`src/rtl/dmem_agu_pkg.sv`:
```
package dmem_agu_pkg;
  localparam int AW = 16;

  typedef enum logic [2:0] {
    AM_DIRECT  = 3'd0,
    AM_IND     = 3'd1,
    AM_DISP    = 3'd2,
    AM_PREDEC  = 3'd3,
    AM_POSTINC = 3'd4
  } am_e;

  localparam logic [1:0] PSEL_X = 2'd0;
  localparam logic [1:0] PSEL_Y = 2'd1;
  localparam logic [1:0] PSEL_Z = 2'd2;

  function automatic logic [AW-1:0] f_step(input logic [AW-1:0] p, input logic up);
    return up ? p + AW'(1) : p - AW'(1);
  endfunction

  function automatic logic [AW-1:0] f_disp(input logic [AW-1:0] base, input logic [5:0] d);
    return base + AW'(d);
  endfunction
endpackage

```
`src/rtl/dmem_agu_ptrfile.sv`:
```
module dmem_agu_ptrfile
  import dmem_agu_pkg::*;
#(
  parameter int NPTR = 3
) (
  input  logic                     clk,
  input  logic                     rst_n,
  input  logic                     upd_en,
  input  logic [1:0]               upd_sel,
  input  logic [AW-1:0]            upd_val,
  input  logic                     ld_en,
  input  logic                     req_busy,
  input  logic [1:0]               ld_sel,
  input  logic [AW-1:0]            ld_val,
  output logic [NPTR-1:0][AW-1:0]  ptr
);
  for (genvar g = 0; g < NPTR; g++) begin : g_ptr
    wire hit_upd = upd_en && (upd_sel == 2'(g));
    wire hit_ld  = ld_en && !req_busy && (ld_sel == 2'(g));
    always_ff @(posedge clk) begin
      if (!rst_n)       ptr[g] <= '0;
      else if (hit_upd) ptr[g] <= upd_val;
      else if (hit_ld)  ptr[g] <= ld_val;
    end
  end
endmodule

```
`src/rtl/dmem_agu_calc.sv`:
```
module dmem_agu_calc
  import dmem_agu_pkg::*;
#(
  parameter int NPTR = 3
) (
  input  logic [2:0]              mode,
  input  logic [1:0]              sel,
  input  logic [5:0]              disp,
  input  logic [AW-1:0]           dir_addr,
  input  logic [NPTR-1:0][AW-1:0] ptr,
  output logic [AW-1:0]           ea,
  output logic                    illegal,
  output logic                    step_en,
  output logic [AW-1:0]           step_val
);
  logic          sel_ok;
  logic [AW-1:0] cur;

  assign sel_ok = (32'(sel) < NPTR);
  assign cur    = sel_ok ? ptr[sel] : '0;

  always_comb begin
    ea       = '0;
    illegal  = 1'b0;
    step_en  = 1'b0;
    step_val = cur;
    case (mode)
      AM_DIRECT: ea = dir_addr;
      AM_IND: begin
        illegal = !sel_ok;
        ea      = cur;
      end
      AM_DISP: begin
        illegal = !sel_ok || (sel == PSEL_X);
        ea      = f_disp(cur, disp);
      end
      AM_PREDEC: begin
        illegal  = !sel_ok;
        step_val = f_step(cur, 1'b0);
        ea       = step_val;
        step_en  = sel_ok;
      end
      AM_POSTINC: begin
        illegal  = !sel_ok;
        step_val = f_step(cur, 1'b1);
        ea       = cur;
        step_en  = sel_ok;
      end
      default: illegal = 1'b1;
    endcase
    if (illegal) ea = '0;
  end
endmodule

```
`src/rtl/dmem_agu_decode.sv`:
```
module dmem_agu_decode
  import dmem_agu_pkg::*;
#(
  parameter int RF_SIZE   = 32,
  parameter int IO_SIZE   = 64,
  parameter int SRAM_SIZE = 1024,
  parameter int OFS_W     = 10
) (
  input  logic [AW-1:0]    addr,
  output logic [2:0]       region,
  output logic [OFS_W-1:0] offset,
  output logic             oor
);
  localparam logic [AW-1:0] IO_BASE   = AW'(RF_SIZE);
  localparam logic [AW-1:0] SRAM_BASE = AW'(RF_SIZE + IO_SIZE);
  localparam logic [AW-1:0] TOP       = AW'(RF_SIZE + IO_SIZE + SRAM_SIZE);

  wire in_rf = addr < IO_BASE;
  wire in_io = !in_rf && (addr < SRAM_BASE);
  wire in_sr = (addr >= SRAM_BASE) && (addr < TOP);

  assign oor    = addr >= TOP;
  assign region = {in_sr, in_io, in_rf};

  always_comb begin
    offset = '0;
    if (in_rf)      offset = OFS_W'(addr);
    else if (in_io) offset = OFS_W'(addr - IO_BASE);
    else if (in_sr) offset = OFS_W'(addr - SRAM_BASE);
  end
endmodule

```
`src/rtl/dmem_agu.sv`:
```
module dmem_agu
  import dmem_agu_pkg::*;
#(
  parameter int NPTR      = 3,
  parameter int RF_SIZE   = 32,
  parameter int IO_SIZE   = 64,
  parameter int SRAM_SIZE = 1024,
  parameter int OFS_W     = $clog2(SRAM_SIZE)
) (
  input  logic             clk,
  input  logic             rst_n,
  input  logic             req_i,
  input  logic [2:0]       mode_i,
  input  logic [1:0]       ptr_sel_i,
  input  logic [5:0]       disp_i,
  input  logic [15:0]      dir_addr_i,
  input  logic             ld_en_i,
  input  logic [1:0]       ld_sel_i,
  input  logic [15:0]      ld_val_i,
  output logic             addr_valid_o,
  output logic [15:0]      eff_addr_o,
  output logic [2:0]       region_o,
  output logic [OFS_W-1:0] offset_o,
  output logic             oor_o,
  output logic             illegal_o,
  output logic             wb_valid_o,
  output logic [1:0]       wb_sel_o,
  output logic [15:0]      wb_val_o
);
  localparam logic [AW-1:0] SPACE_TOP = AW'(RF_SIZE + IO_SIZE + SRAM_SIZE);

  logic [NPTR-1:0][AW-1:0] ptr;
  logic [AW-1:0]           ea_c, step_val_c;
  logic                    illegal_c, step_en_c;
  logic [2:0]              region_c;
  logic [OFS_W-1:0]        offset_c;
  logic                    oor_c;
  logic                    upd_fire;
  logic [2:0]              mode_q;

  assign upd_fire = req_i && step_en_c && !illegal_c;

  dmem_agu_ptrfile #(.NPTR(NPTR)) u_ptr (
    .clk(clk), .rst_n(rst_n),
    .upd_en(upd_fire), .upd_sel(ptr_sel_i), .upd_val(step_val_c),
    .ld_en(ld_en_i), .req_busy(req_i), .ld_sel(ld_sel_i), .ld_val(ld_val_i),
    .ptr(ptr)
  );

  dmem_agu_calc #(.NPTR(NPTR)) u_calc (
    .mode(mode_i), .sel(ptr_sel_i), .disp(disp_i), .dir_addr(dir_addr_i),
    .ptr(ptr), .ea(ea_c), .illegal(illegal_c),
    .step_en(step_en_c), .step_val(step_val_c)
  );

  dmem_agu_decode #(
    .RF_SIZE(RF_SIZE), .IO_SIZE(IO_SIZE), .SRAM_SIZE(SRAM_SIZE), .OFS_W(OFS_W)
  ) u_dec (
    .addr(ea_c), .region(region_c), .offset(offset_c), .oor(oor_c)
  );

  always_ff @(posedge clk) begin
    if (!rst_n) begin
      addr_valid_o <= 1'b0;
      eff_addr_o   <= '0;
      region_o     <= '0;
      offset_o     <= '0;
      oor_o        <= 1'b0;
      illegal_o    <= 1'b0;
      wb_valid_o   <= 1'b0;
      wb_sel_o     <= '0;
      wb_val_o     <= '0;
      mode_q       <= '0;
    end else begin
      addr_valid_o <= req_i && !illegal_c;
      illegal_o    <= req_i && illegal_c;
      eff_addr_o   <= (req_i && !illegal_c) ? ea_c : '0;
      region_o     <= (req_i && !illegal_c) ? region_c : '0;
      offset_o     <= (req_i && !illegal_c) ? offset_c : '0;
      oor_o        <= req_i && !illegal_c && oor_c;
      wb_valid_o   <= upd_fire;
      wb_sel_o     <= upd_fire ? ptr_sel_i : '0;
      wb_val_o     <= upd_fire ? step_val_c : '0;
      mode_q       <= req_i ? mode_i : '0;
    end
  end

  AST_REGION_ONEHOT: assert property (@(posedge clk) disable iff (!rst_n)
    $onehot0(region_o));
  AST_OOR_NO_REGION: assert property (@(posedge clk) disable iff (!rst_n)
    oor_o |-> (region_o == 3'b000 && eff_addr_o >= SPACE_TOP));
  AST_INRANGE_HAS_REGION: assert property (@(posedge clk) disable iff (!rst_n)
    (addr_valid_o && !oor_o) |-> $countones(region_o) == 1);
  AST_ILLEGAL_QUIET: assert property (@(posedge clk) disable iff (!rst_n)
    illegal_o |-> (!addr_valid_o && !wb_valid_o));
  AST_WB_NEEDS_ADDR: assert property (@(posedge clk) disable iff (!rst_n)
    wb_valid_o |-> addr_valid_o);
  AST_PREDEC_MATCH: assert property (@(posedge clk) disable iff (!rst_n)
    (wb_valid_o && mode_q == AM_PREDEC) |-> wb_val_o == eff_addr_o);
  AST_POSTINC_MATCH: assert property (@(posedge clk) disable iff (!rst_n)
    (wb_valid_o && mode_q == AM_POSTINC) |-> wb_val_o == eff_addr_o + 16'd1);
  AST_SINGLE_PULSE: assert property (@(posedge clk) disable iff (!rst_n)
    !$past(req_i) |-> (!addr_valid_o && !illegal_o));
endmodule

```
`config.mk`:
```
export PLATFORM = sky130hd
export DESIGN_NAME = dmem_agu
export DESIGN_NICKNAME = d
export VERILOG_FILES = /design/src/rtl/dmem_agu_pkg.sv /design/src/rtl/dmem_agu_ptrfile.sv /design/src/rtl/dmem_agu_calc.sv /design/src/rtl/dmem_agu_decode.sv /design/src/rtl/dmem_agu.sv
export SDC_FILE = /design/constraint.sdc
export NUM_CORES = 1
export LEC_CHECK = 0
export BUFFER_PORTS_ARGS = -buffer_cell sky130_fd_sc_hd__buf_2
export CAP_MARGIN = 20
export CORE_ASPECT_RATIO = 2
export CORE_MARGIN = 4
export CORE_UTILIZATION = 56
export DETAILED_ROUTE_END_ITERATION = 12
export PLACE_DENSITY_LB_ADDON = 0.15
export SLEW_MARGIN = 20
export SYNTH_ARGS = -nofsm -noshare
export SYNTH_HDL_FRONTEND = slang
export SYNTH_SLANG_ARGS = --single-unit
```
`constraint.sdc`:
```
create_clock -name clk -period 12.6 [get_ports clk]
set_clock_uncertainty 0.1 [all_clocks]
set_input_delay 0.63 -clock clk [delete_from_list [all_inputs] [get_ports clk]]
set_output_delay 0.63 -clock clk [all_outputs]
set_load 0.005 [all_outputs]
```
Word-level counts from Yosys, hierarchy flattened
Cells that the tools add are included.

Output and inout port bits: 51. ROM bits: 0. Input bits: 49. Logic and storage cells: 79. Memories kept: 0. Bits in latches: 0. Flip-flop bits (word level): 99. RAM bits: 0.

$add $sub $neg: 5. Shift operators: 0. Reductions and logical operators: 30. $lt $le $gt $ge: 7. Eq/ne operators: 8. Bitwise gates (word level): 0. Multipliers: 0. Div/mod/pow operators: 0. Muxes and demuxes: 17.

Operators by type and width (number): 16-bit 2-to-1 mux (9); 16-bit case mux with 4 select lines (1); 16-bit binary-select mux with 2-bit select (1); 16-bit case mux with 2 select lines (1); 10-bit 2-to-1 mux (3); 16-bit by 1-bit adder with 16-bit output, second input constant (1); 16-bit by 6-bit adder with 16-bit output (1); 16-bit by 11-bit >= comparator with 1-bit output, second input constant (1); 16-bit by 7-bit >= comparator with 1-bit output, second input constant (1); 16-bit by 11-bit less-than comparator with 1-bit output, second input constant (1); 16-bit by 6-bit less-than comparator with 1-bit output, second input constant (1); 16-bit by 7-bit less-than comparator with 1-bit output, second input constant (1); 16-bit by 1-bit subtractor with 16-bit output, second input constant (1); 1-bit logical AND (14); 10-bit by 6-bit subtractor with 10-bit output, second input constant (1); 10-bit by 7-bit subtractor with 10-bit output, second input constant (1); 3-bit by 2-bit equality test with 1-bit output, second input constant (2); 2-bit nonzero test (3); 2-bit by 1-bit equality test with 1-bit output, second input constant (2); 2-bit equality test, second input constant (2); 1-bit zero test (4); 2-bit zero test (2); 2-bit AND reduction (2); 2-bit OR reduction (2); 9 further kinds (9).

Depth between registers and ports, before layout
Gate-level depths: netlist of the first run.

Depth in word-level cells: 11. Mapped depth: 21.

Hierarchy
A second synthesis of the first run with hierarchy kept.

Cells, all modules: 814. Area, all modules: 6437.4 µm².

Modules (own cells, without submodules): dmem_agu_calc (cells an instance 375, area each 2497.4 µm², instances 1); dmem_agu_ptrfile (cells an instance 275, area each 2094.5 µm², instances 1); dmem_agu (cells an instance 108, area each 1422.6 µm², instances 1); dmem_agu_decode (cells an instance 56, area each 422.9 µm², instances 1).

Worst setup path before layout of the first run
Ideal clock, no wire load.

Path type: input to register. From: input port ptr_sel_i[0]. To: register offset_o[7]. Cell stages on the path: 19. Arrival time: 4.615 ns. Data required time: 12.426 ns. Setup time: 0.074 ns. Slack: 7.811 ns. Cells stage by stage: ha_1 > or2_1 > clkbuf_1 > buf_2 > o32a_2 > inv_1 > ha_1 > a21oi_1 > nand2_1 > o21ai_0 > nor4_2 > xnor2_1 > a221o_2 > nand4bb_2 > or3_1 > or4_1 > buf_2 > or2_0 > a31oi_1.

Cells in the longest elaborated chain, start to end: 11. Elaborated cells between the ends (all ways): 27. Those cells by class: add/sub: 4; order compare: 5; mux: 9; reduce/logical: 9.

Ends and longest elaborated chain: start, declared (line dmem_agu.sv:14) `input logic [1:0] ptr_sel_i,`; 16-bit binary-select mux with 2-bit select (line dmem_agu_calc.sv:20) `assign cur = sel_ok ? ptr[sel] : '0;`; 16-bit 2-to-1 mux (implied by the code) (line dmem_agu_calc.sv:20); 16-bit 2-to-1 mux (line dmem_agu_calc.sv:20); 16-bit by 1-bit subtractor with 16-bit output / 16-bit by 6-bit adder with 16-bit output (equally long branches) (line dmem_agu_pkg.sv:17, dmem_agu_pkg.sv:21); 16-bit case mux with 4 select lines (line dmem_agu_calc.sv:27) `case (mode)`; 16-bit 2-to-1 mux (line dmem_agu_calc.sv:51) `if (illegal) ea = '0;`; 16-bit by 7-bit >= comparator with 1-bit output, or another cell as far along (line dmem_agu_decode.sv:20) `wire in_sr = (addr >= SRAM_BASE) && (addr < TOP);`; 1-bit logical AND / 1-bit zero test (equally long branches) (line dmem_agu_decode.sv:20, dmem_agu_decode.sv:19); 10-bit 2-to-1 mux / 1-bit logical AND (equally long branches) (line dmem_agu_decode.sv:29, dmem_agu_decode.sv:19); 10-bit 2-to-1 mux (line dmem_agu_decode.sv:28) `else if (in_io) offset = OFS_W'(addr - IO_BASE);`; 10-bit 2-to-1 mux (line dmem_agu_decode.sv:27) `if (in_rf) offset = OFS_W'(addr);`; end signal, assigned (line dmem_agu.sv:79) `offset_o <= (req_i && !illegal_c) ? offset_c : '0;`; end, declared (line dmem_agu.sv:23) `output logic [OFS_W-1:0] offset_o,`.

Several ways; a longest one is shown, not always the timed one. The select of a mux whose other input is x is not followed. A chain may end at the register's enable or synchronous reset.

Worst setup path in the final report of the first run
Ends and elaborated chain as after synthesis.

==> results of run 1 <==
==> cells by family after synthesis <==
| family | after synthesis |
|---|---|
| adder cells (fa/ha/maj) | 15 |
| XOR/XNOR | 33 |
| multiplexers | 50 |
| buffers and inverters | 75 |
| flip-flops | 99 |
| AO/OA/AOI/OAI | 187 |
| AND/OR/NAND/NOR | 275 |
==> worst max path at each step <==
stage,start,end,slack [ns],cells past startpoint
4_1_cts,ptr_sel_i[0],offset_o[7]$_SDFF_PN0_,6.21,17
5_1_grt,ptr_sel_i[0],offset_o[7]$_SDFF_PN0_,5.72,17
3_5_place_dp,ptr_sel_i[0],offset_o[7]$_SDFF_PN0_,5.86,17
2_1_floorplan,ptr_sel_i[0],offset_o[7]$_SDFF_PN0_,7.81,19
3_3_place_gp,ptr_sel_i[0],offset_o[7]$_SDFF_PN0_,6.10,17
6_report,ptr_sel_i[0],offset_o[7]$_SDFF_PN0_,6.06,17
==> sequential cells by signal, indices dropped and copies added (netlist names) <==
signal,count
illegal_o,1
addr_valid_o,1
u_ptr.ptr,48
offset_o,10
eff_addr_o,16
oor_o,1
wb_sel_o,2
region_o,3
wb_valid_o,1
wb_val_o,16
==> per-stage QoR <==
step / total power [uW] / utilization / instance area, sq um
after floorplan: 436 / - / 6300
after global placement: 472 / 0.616 / 6750
after detailed placement: 475 / 0.616 / 6750
after CTS: 746 / 0.643 / 7030
after global routing: 774 / 0.643 / 7040
final: 746 / 0.643 / 7040
==> layout make-up <==
class	count	share of cell area
clock buffers	9	0.0320
repair buffers	106	0.0779
inverters	29	0.0165
well taps	140	0.0249
clock inverters	5	0.00889
multi-input cells	560	0.558
flip-flops and latches	99	0.282
==> worst min-delay path: stages (launching register included) <==
cell	delay [ns]
sky130_fd_sc_hd__dfxtp_1	0.33
sky130_fd_sc_hd__a221oi_1	0.07
sky130_fd_sc_hd__nor2b_1	0.10
==> metal layers <==
| layer | global-route usage | part of all wire |
|---|---|---|
| met4 | 0.186 | 0.059 |
| met5 | 0 | 0 |
| met3 | 0.0401 | 0.049 |
| met2 | 0.533 | 0.53 |
| met1 | 0.295 | 0.36 |
==> synthesized netlist by cell type, types with 3 or more instances <==
cell type / n
sky130_fd_sc_hd__nand4_1: 6
sky130_fd_sc_hd__a22oi_1: 13
sky130_fd_sc_hd__dfxtp_1: 99
sky130_fd_sc_hd__mux2i_1: 48
sky130_fd_sc_hd__and2_1: 14
sky130_fd_sc_hd__xnor2_1: 26
sky130_fd_sc_hd__nand2b_1: 4
sky130_fd_sc_hd__nand3_1: 25
sky130_fd_sc_hd__nor3_1: 13
sky130_fd_sc_hd__o21a_1: 5
sky130_fd_sc_hd__o32ai_2: 6
sky130_fd_sc_hd__nor2_1: 65
sky130_fd_sc_hd__nor3b_1: 6
sky130_fd_sc_hd__buf_2: 3
sky130_fd_sc_hd__a21boi_0: 7
sky130_fd_sc_hd__a31oi_1: 3
sky130_fd_sc_hd__nor4bb_1: 3
sky130_fd_sc_hd__buf_6: 5
sky130_fd_sc_hd__o211a_1: 38
sky130_fd_sc_hd__ha_1: 14
sky130_fd_sc_hd__nor4_1: 4
sky130_fd_sc_hd__o211ai_1: 11
sky130_fd_sc_hd__a21oi_1: 23
sky130_fd_sc_hd__nand2_1: 92
sky130_fd_sc_hd__a22o_1: 5
sky130_fd_sc_hd__xor2_1: 7
sky130_fd_sc_hd__nand3b_1: 3
sky130_fd_sc_hd__or2_2: 4
sky130_fd_sc_hd__a211oi_1: 4
sky130_fd_sc_hd__and3_1: 8
sky130_fd_sc_hd__o22ai_1: 10
sky130_fd_sc_hd__inv_1: 26
sky130_fd_sc_hd__buf_4: 3
sky130_fd_sc_hd__nor2b_1: 5
sky130_fd_sc_hd__clkbuf_1: 27
sky130_fd_sc_hd__o21ai_0: 21
sky130_fd_sc_hd__a221oi_1: 7
sky130_fd_sc_hd__clkbuf_8: 7
sky130_fd_sc_hd__o32a_2: 6
==> power groups by stage <==
stage,combinational (uW),clock [uW],sequential (uW)
3_3_place_gp,140,0,331
5_1_grt,160,289,325
3_5_place_dp,143,0,332
6_report,146,276,325
4_1_cts,144,278,324
2_1_floorplan,104,0,332
==> results.md, run 1 <==
### Cells and area
- **number of standard cells in the layout, taps in and fillers out** 948
- **commonest cells after routing, fill and taps aside** sky130_fd_sc_hd__dfxtp_1, sky130_fd_sc_hd__buf_2, sky130_fd_sc_hd__nand2_1
- **area used by sequential logic in the layout** 1980 sq um
- **multi-input logic area** 3930 sq um
- **diode count** 0
- **Area Growth Syn to Fin** 11.7%
- **Filler Cells Inserted** 1001
- **final net count** 869
- **fraction of final layout cells sized beyond drive strength 1** 0.205

### Placement
- **placed wire-length estimate** 14700 um
- **routability-driven placement congestion ratio** 0.969
- **count of input and output buffers** 99
- **count of placed standard cells including taps** 934
- **pre-CTS setup slack** 5.86 ns

### Global route
- **via count of the first global-routing pass** 5928
- **largest net degree at the start of global routing** 51
- **number of antenna violations at the first check in global routing** 0
- **Tot GR Track Use** 0.286
- **sum of overflow across all layers after global routing** 0
- **wire length of the first global-routing pass** 30200 um

### Worst setup path
- **critical path's top delay family** simple AND/OR/NAND/NOR gates
- **reg2reg start** u_ptr.ptr[34]$_SDFFE_PN0P_
- **reg-to-reg critical path endpoint** offset_o[7]$_SDFF_PN0_
- **crit end category** flip-flop
- **crit-path most repeated cell** sky130_fd_sc_hd__ha_1
- **Reg2Reg Depth** 14
- **largest driver fanout on the critical path** 23
- **slowest stage delay, CP** 0.85 ns
- **setup slack of the most critical reg-to-reg path** 7.69 ns
- **cell chain of the critical path** buf_2 > ha_1 > or2_1 > o32a_2 > clkinv_1 > ha_1 > nand3_1 > a21oi_1 > o21ai_0 > nor4_2 > xnor2_1 > a221o_2 > nand4bb_2 > or3_1 > or4_1 > or2_0 > a31oi_1
- **type of the worst setup path** primary input to flip-flop
- **CP Data Arrival Time** 6.71 ns
- **data required time of the critical path** 12.77 ns
- **Slowest-stage cell, CP** sky130_fd_sc_hd__ha_1
- **Worst Setup Start Kind** primary input
- **Buf+Inv Stages, Crit Path** 2

### Yosys
- **count of yosys warnings during synthesis** 0
- **total of flip-flops plus latches after synthesis** 99
- **share of flip-flops with an asynchronous set or reset after synthesis** 0
- **synthesized-area fraction occupied by xor and xnor cells** 0.0459
- **most instantiated flip-flop cell in the synthesis netlist** sky130_fd_sc_hd__dfxtp_1
- **adder and majority gate portion of the synthesized area** 0.0310
- **register area share after synthesis** 0.314
- **count of flip-flops with a built-in enable after synthesis** 0
- **Synth Area per Inst** 8.59 sq um
- **leading cell types by total area after synthesis** sky130_fd_sc_hd__dfxtp_1, sky130_fd_sc_hd__mux2i_1, sky130_fd_sc_hd__o211a_1, sky130_fd_sc_hd__nand2_1, sky130_fd_sc_hd__nor2_1
- **multiplexer fraction of the synthesized cell area** 0.0798
- **net count after synthesis** 798
- **compound-gate portion of the synthesized area** 0.245
- **number of library cell types mapped by synthesis** 89
- **post-synthesis instance area** 6300 sq um
- **dominant combinational cell family by area after synthesis** compound AO/OA/AOI/OAI gates
- **simple-gate portion of the synthesized area** 0.219
- **number of instances in the synthesized netlist** 734
- **Synth area leader** sky130_fd_sc_hd__dfxtp_1
- **proportion of netlist area held by the largest area contributor** 0.314

### Timing
- **summed negative setup slack over all endpoints** 0 ns
- **RSZ-0062 raised after global routing** no
- **final setup violating endpoints** 0
- **final hold slack** 0.441 ns
- **time the worst path needs with I/O delays and setup** 6.54 ns
- **Setup WS post-layout** 6.06 ns
- **transition time at the pin with the least slew margin** 1.01 ns
- **number of hold-slack violations in the final timing report** 0
- **highest clock frequency the design can meet** 153 MHz
- **period utilization** 0.519
- **number of slew-limit violations in the final report** 0
- **Slew HR** 0.325

### Die
- **I/O Pins** 100
- **die outline area** 13100 sq um
- **die boundary width** 83.0 um
- **Core Box Area** 10900 sq um
- **total number of placement rows** 54
- **die extent in y** 158 um
- **initial standard-cell utilization of the core** 0.576

### Clock tree
- **Num CTS Buffers** 9
- **Max clock buf depth** 2
- **CTS resizes** 0
- **clock tree from TritonCTS** yes
- **CTS sink count** 99
- **clock-pin slew on the worst setup and hold paths** 0.07 ns
- **H-Tree Depth** 3
- **root buf cell** sky130_fd_sc_hd__clkbuf_16
- **worst skew pair latency** 0.35 ns
- **Post-CTS Setup Repair Bufs** 0
- **hold bufs inserted after CTS** 0

### Power
- **sequential power share** 0.435
- **leakage** 0.00328 uW
- **switching power of the nets** 216 uW
- **share of total power in the clock network** 0.369
- **Comb pwr share** 0.196
- **power density over cell area** 106 nW/um^2
- **maximum resistive drop on vdd** 0.000103 V
- **cell-internal power** 531 uW
- **Net Sw Frac** 0.289

### Drt
- **remaining design rule violation count** 0
- **post-detailed-route wirelength per cell** 19.8 um
- **First-pass DRT Iterations** 5
- **starting DRC count in detailed routing** 369
- **post-DR vias/cell** 6.24
- **post-detailed-routing wire length** 18800 um
- **number of nets still failing antenna checks after routing** 0
- **vias after detailed routing** 5915

### Hold path
- **worst hold path stage count** 2
- **kind of path behind the tightest hold check** flip-flop to flip-flop
- **launch point of the worst hold path** u_ptr.ptr[16]$_SDFFE_PN0P_
- **hold worst-path end** u_ptr.ptr[16]$_SDFFE_PN0P_

### Job
- **max-capacitance violation count** 0

### Outcome
- **outcome** finished, final reports clean

(Power assumes the default switching activity.)
==> run 2: changes to the inputs <==
--- a/config.mk
+++ b/config.mk
@@ -9,7 +9,7 @@
 export CAP_MARGIN = 20
 export CORE_ASPECT_RATIO = 2
 export CORE_MARGIN = 4
-export CORE_UTILIZATION = 56
+export CORE_UTILIZATION = 52
 export DETAILED_ROUTE_END_ITERATION = 12
 export PLACE_DENSITY_LB_ADDON = 0.15
 export SLEW_MARGIN = 20
==> constraint.sdc (replaced) <==
create_clock -name clk -period 5.3 [get_ports clk]
set_clock_uncertainty 0.1 [all_clocks]
set_input_delay 0.265 -clock clk [delete_from_list [all_inputs] [get_ports clk]]
set_output_delay 0.265 -clock clk [all_outputs]
set_load 0.005 [all_outputs]
==> results.md, run 2 (synthesis gave the netlist of run 1 again) <==
### Outcome
- **outcome** finished, final reports clean, unchanged

### Cells and area
- **number of standard cells in the layout, taps in and fillers out** 974, was 948
- **multi-input logic area** 3930 sq um, unchanged
- **Largest register FFs** 48, unchanged
- **final instance area** 7180 sq um, was 7040 sq um
- **registers with the highest flip-flop counts** u_ptr.ptr x48, eff_addr_o x16, wb_val_o x16, unchanged
- **largest reg by FF count** u_ptr.ptr, unchanged
- **diode count** 0, unchanged
- **Filler Cells Inserted** 1093, was 1001
- **Area Growth Syn to Fin** 13.9%, was 11.7%
- **fraction of final layout cells sized beyond drive strength 1** 0.223, was 0.205
- **final net count** 888, was 869
- **commonest cells after routing, fill and taps aside** sky130_fd_sc_hd__dfxtp_1, sky130_fd_sc_hd__buf_2, sky130_fd_sc_hd__nand2_1, unchanged
- **area used by sequential logic in the layout** 1980 sq um, unchanged

### Power
- **leakage** 0.00337 uW, was 0.00328 uW
- **power density over cell area** 247 nW/um^2, was 106 nW/um^2
- **final total power** 1770 uW, was 746 uW
- **maximum resistive drop on vdd** 0.000204 V, was 0.000103 V

### Drt
- **post-detailed-routing wire length** 20300 um, was 18800 um
- **post-DR vias/cell** 6.19, was 6.24
- **number of nets still failing antenna checks after routing** 0, unchanged
- **post-detailed-route wirelength per cell** 20.8 um, was 19.8 um
- **vias after detailed routing** 6030, was 5915
- **First-pass DRT Iterations** 5, unchanged
- **starting DRC count in detailed routing** 334, was 369
- **remaining design rule violation count** 0, unchanged

### Clock tree
- **Max clock buf depth** 2, unchanged
- **worst skew pair latency** 0.35 ns, about the same
- **Num CTS Buffers** 9, unchanged
- **H-Tree Depth** 3, unchanged
- **root buf cell** sky130_fd_sc_hd__clkbuf_16, unchanged
- **CTS sink count** 99, unchanged
- **Post-CTS Setup Repair Bufs** 0, unchanged
- **CTS resizes** 0, unchanged
- **clock tree from TritonCTS** yes, unchanged
- **hold bufs inserted after CTS** 0, unchanged
- **clock-pin slew on the worst setup and hold paths** 0.07 ns, about the same

### Job
- **max-capacitance violation count** 0, unchanged

### Worst setup path
- **reg2reg start** u_ptr.ptr[16]$_SDFFE_PN0P_, was u_ptr.ptr[34]$_SDFFE_PN0P_
- **Critical Path Source** u_ptr.ptr[16]$_SDFFE_PN0P_, was ptr_sel_i[0]
- **Reg2Reg Depth** 18, was 14
- **Slowest-stage cell, CP** sky130_fd_sc_hd__or4_1, was sky130_fd_sc_hd__ha_1
- **Buf+Inv Stages, Crit Path** 2, unchanged
- **Worst Setup Start Kind** flip-flop, was primary input
- **data required time of the critical path** 5.48 ns, was 12.77 ns
- **slowest stage delay, CP** 0.51 ns, was 0.85 ns
- **largest driver fanout on the critical path** 7, was 23
- **type of the worst setup path** flip-flop to flip-flop, was primary input to flip-flop
- **crit end category** flip-flop, unchanged
- **CP Data Arrival Time** 5.02 ns, was 6.71 ns
- **critical path's top delay family** simple AND/OR/NAND/NOR gates, unchanged
- **number of cells on the critical path** 18, was 17
- **cell chain of the critical path** mux2i_1 > o22ai_2 > nand2_2 > inv_8 > ha_1 > inv_1 > fa_1 > nor2b_1 > nor2_1 > o21ba_2 > nor4_1 > xnor2_1 > a211oi_1 > nand4bb_2 > or3_1 > or4_1 > or2_0 > a31oi_1, was buf_2 > ha_1 > or2_1 > o32a_2 > clkinv_1 > ha_1 > nand3_1 > a21oi_1 > o21ai_0 > nor4_2 > xnor2_1 > a221o_2 > nand4bb_2 > or3_1 > or4_1 > or2_0 > a31oi_1

### Timing
- **period utilization** 0.913
- **number of hold-slack violations in the final timing report** 0, unchanged
- **time the worst path needs with I/O delays and setup** 4.84 ns
- **number of slew-limit violations in the final report** 0, unchanged
- **summed negative setup slack over all endpoints** 0 ns, unchanged
- **highest clock frequency the design can meet** 207 MHz
- **Setup WS post-layout** 0.461 ns, was 6.06 ns
- **transition time at the pin with the least slew margin** 1.06 ns, was 1.01 ns
- **final setup violating endpoints** 0, unchanged
- **Slew HR** 0.293, was 0.325
- **RSZ-0062 raised after global routing** no, unchanged

### Die
- **die boundary width** 85.9 um, was 83.0 um
- **Core Box Area** 11800 sq um, was 10900 sq um
- **total number of placement rows** 56, was 54
- **I/O Pins** 100, unchanged
- **die extent in y** 164 um, was 158 um
- **die outline area** 14100 sq um, was 13100 sq um
- **initial standard-cell utilization of the core** 0.536, was 0.576

### Hold path
- **worst hold path stage count** 3, was 2
- **kind of path behind the tightest hold check** primary input to flip-flop, was flip-flop to flip-flop
- **launch point of the worst hold path** ld_val_i[1], was u_ptr.ptr[16]$_SDFFE_PN0P_

### Global route
- **via count of the first global-routing pass** 5933, was 5928
- **wire length of the first global-routing pass** 31500 um, was 30200 um
- **Tot GR Track Use** 0.287, was 0.286
- **largest net degree at the start of global routing** 51, unchanged
- **sum of overflow across all layers after global routing** 0, unchanged
- **number of antenna violations at the first check in global routing** 0, unchanged

### Placement
- **pre-CTS setup slack** 0.234 ns, was 5.86 ns
- **placed cell area** 6900 sq um, was 6750 sq um
- **count of placed standard cells including taps** 958, was 934
- **placed wire-length estimate** 15900 um, was 14700 um
- **routability-driven placement congestion ratio** 0.953, was 0.969
- **count of input and output buffers** 99, unchanged

## run 2: per-layer routing
metal / share of wire / routed length [um] / GRT usage / vias to the layer above
met4: 0.061 / 1230 / 0.179 / 0
li1: - / - / - / 2856
met2: 0.53 / 10700 / 0.528 / 218
met1: 0.37 / 7410 / 0.295 / 2877
met3: 0.045 / 907 / 0.0457 / 79
met5: 0 / 0 / 0 / -
## run 2: power by group
| group | total (uW) | switching [uW] | leakage (uW) | internal, uW |
|---|---|---|---|---|
| logic | 361 | 220 | 0.00244 | 141 |
| registers | 772 | 8.49 | 0.000801 | 764 |
| clock network | 641 | 305 | 0.000127 | 336 |
| total | 1770 | 534 | 0.00337 | 1240 |
## run 2: stage by stage
stage / hold slack (ns) / utilization
2_1_floorplan: 0.342 / -
3_3_place_gp: 0.424 / 0.586
3_5_place_dp: 0.441 / 0.586
4_1_cts: 0.155 / 0.610
5_1_grt: 0.180 / 0.610
6_report: 0.156 / 0.610
## run 2: layout make-up
| type | count | area share |
|---|---|---|
| multi-input cells | 560 | 0.547 |
| flip-flops and latches | 99 | 0.276 |
| well taps | 145 | 0.0253 |
| repair buffers | 125 | 0.0962 |
| clock buffers | 12 | 0.0343 |
| inverters | 29 | 0.0162 |
| clock inverters | 4 | 0.00470 |
## run 2: worst reg2reg max path, cell delays in order (launching register included)
cell                        delay (ns)
sky130_fd_sc_hd__dfxtp_1          0.37
sky130_fd_sc_hd__mux2i_1          0.10
sky130_fd_sc_hd__o22ai_2          0.28
sky130_fd_sc_hd__nand2_2          0.21
sky130_fd_sc_hd__inv_8            0.11
sky130_fd_sc_hd__ha_1             0.17
sky130_fd_sc_hd__inv_1            0.06
sky130_fd_sc_hd__fa_1             0.39
sky130_fd_sc_hd__nor2b_1          0.18
sky130_fd_sc_hd__nor2_1           0.07
sky130_fd_sc_hd__o21ba_2          0.27
sky130_fd_sc_hd__nor4_1           0.35
sky130_fd_sc_hd__xnor2_1          0.10
sky130_fd_sc_hd__a211oi_1         0.43
sky130_fd_sc_hd__nand4bb_2        0.23
sky130_fd_sc_hd__or3_1            0.39
sky130_fd_sc_hd__or4_1            0.51
sky130_fd_sc_hd__or2_0            0.26
sky130_fd_sc_hd__a31oi_1          0.16
## run 2: worst paths after layout
path                            slack, ns                    endpoint
worst max-delay path                 0.46      offset_o[7]$_SDFF_PN0_
worst min-delay path                 0.16   u_ptr.ptr[1]$_SDFFE_PN0P_
worst max register to register       0.46      offset_o[7]$_SDFF_PN0_
worst min register to register       0.48  u_ptr.ptr[32]$_SDFFE_PN0P_
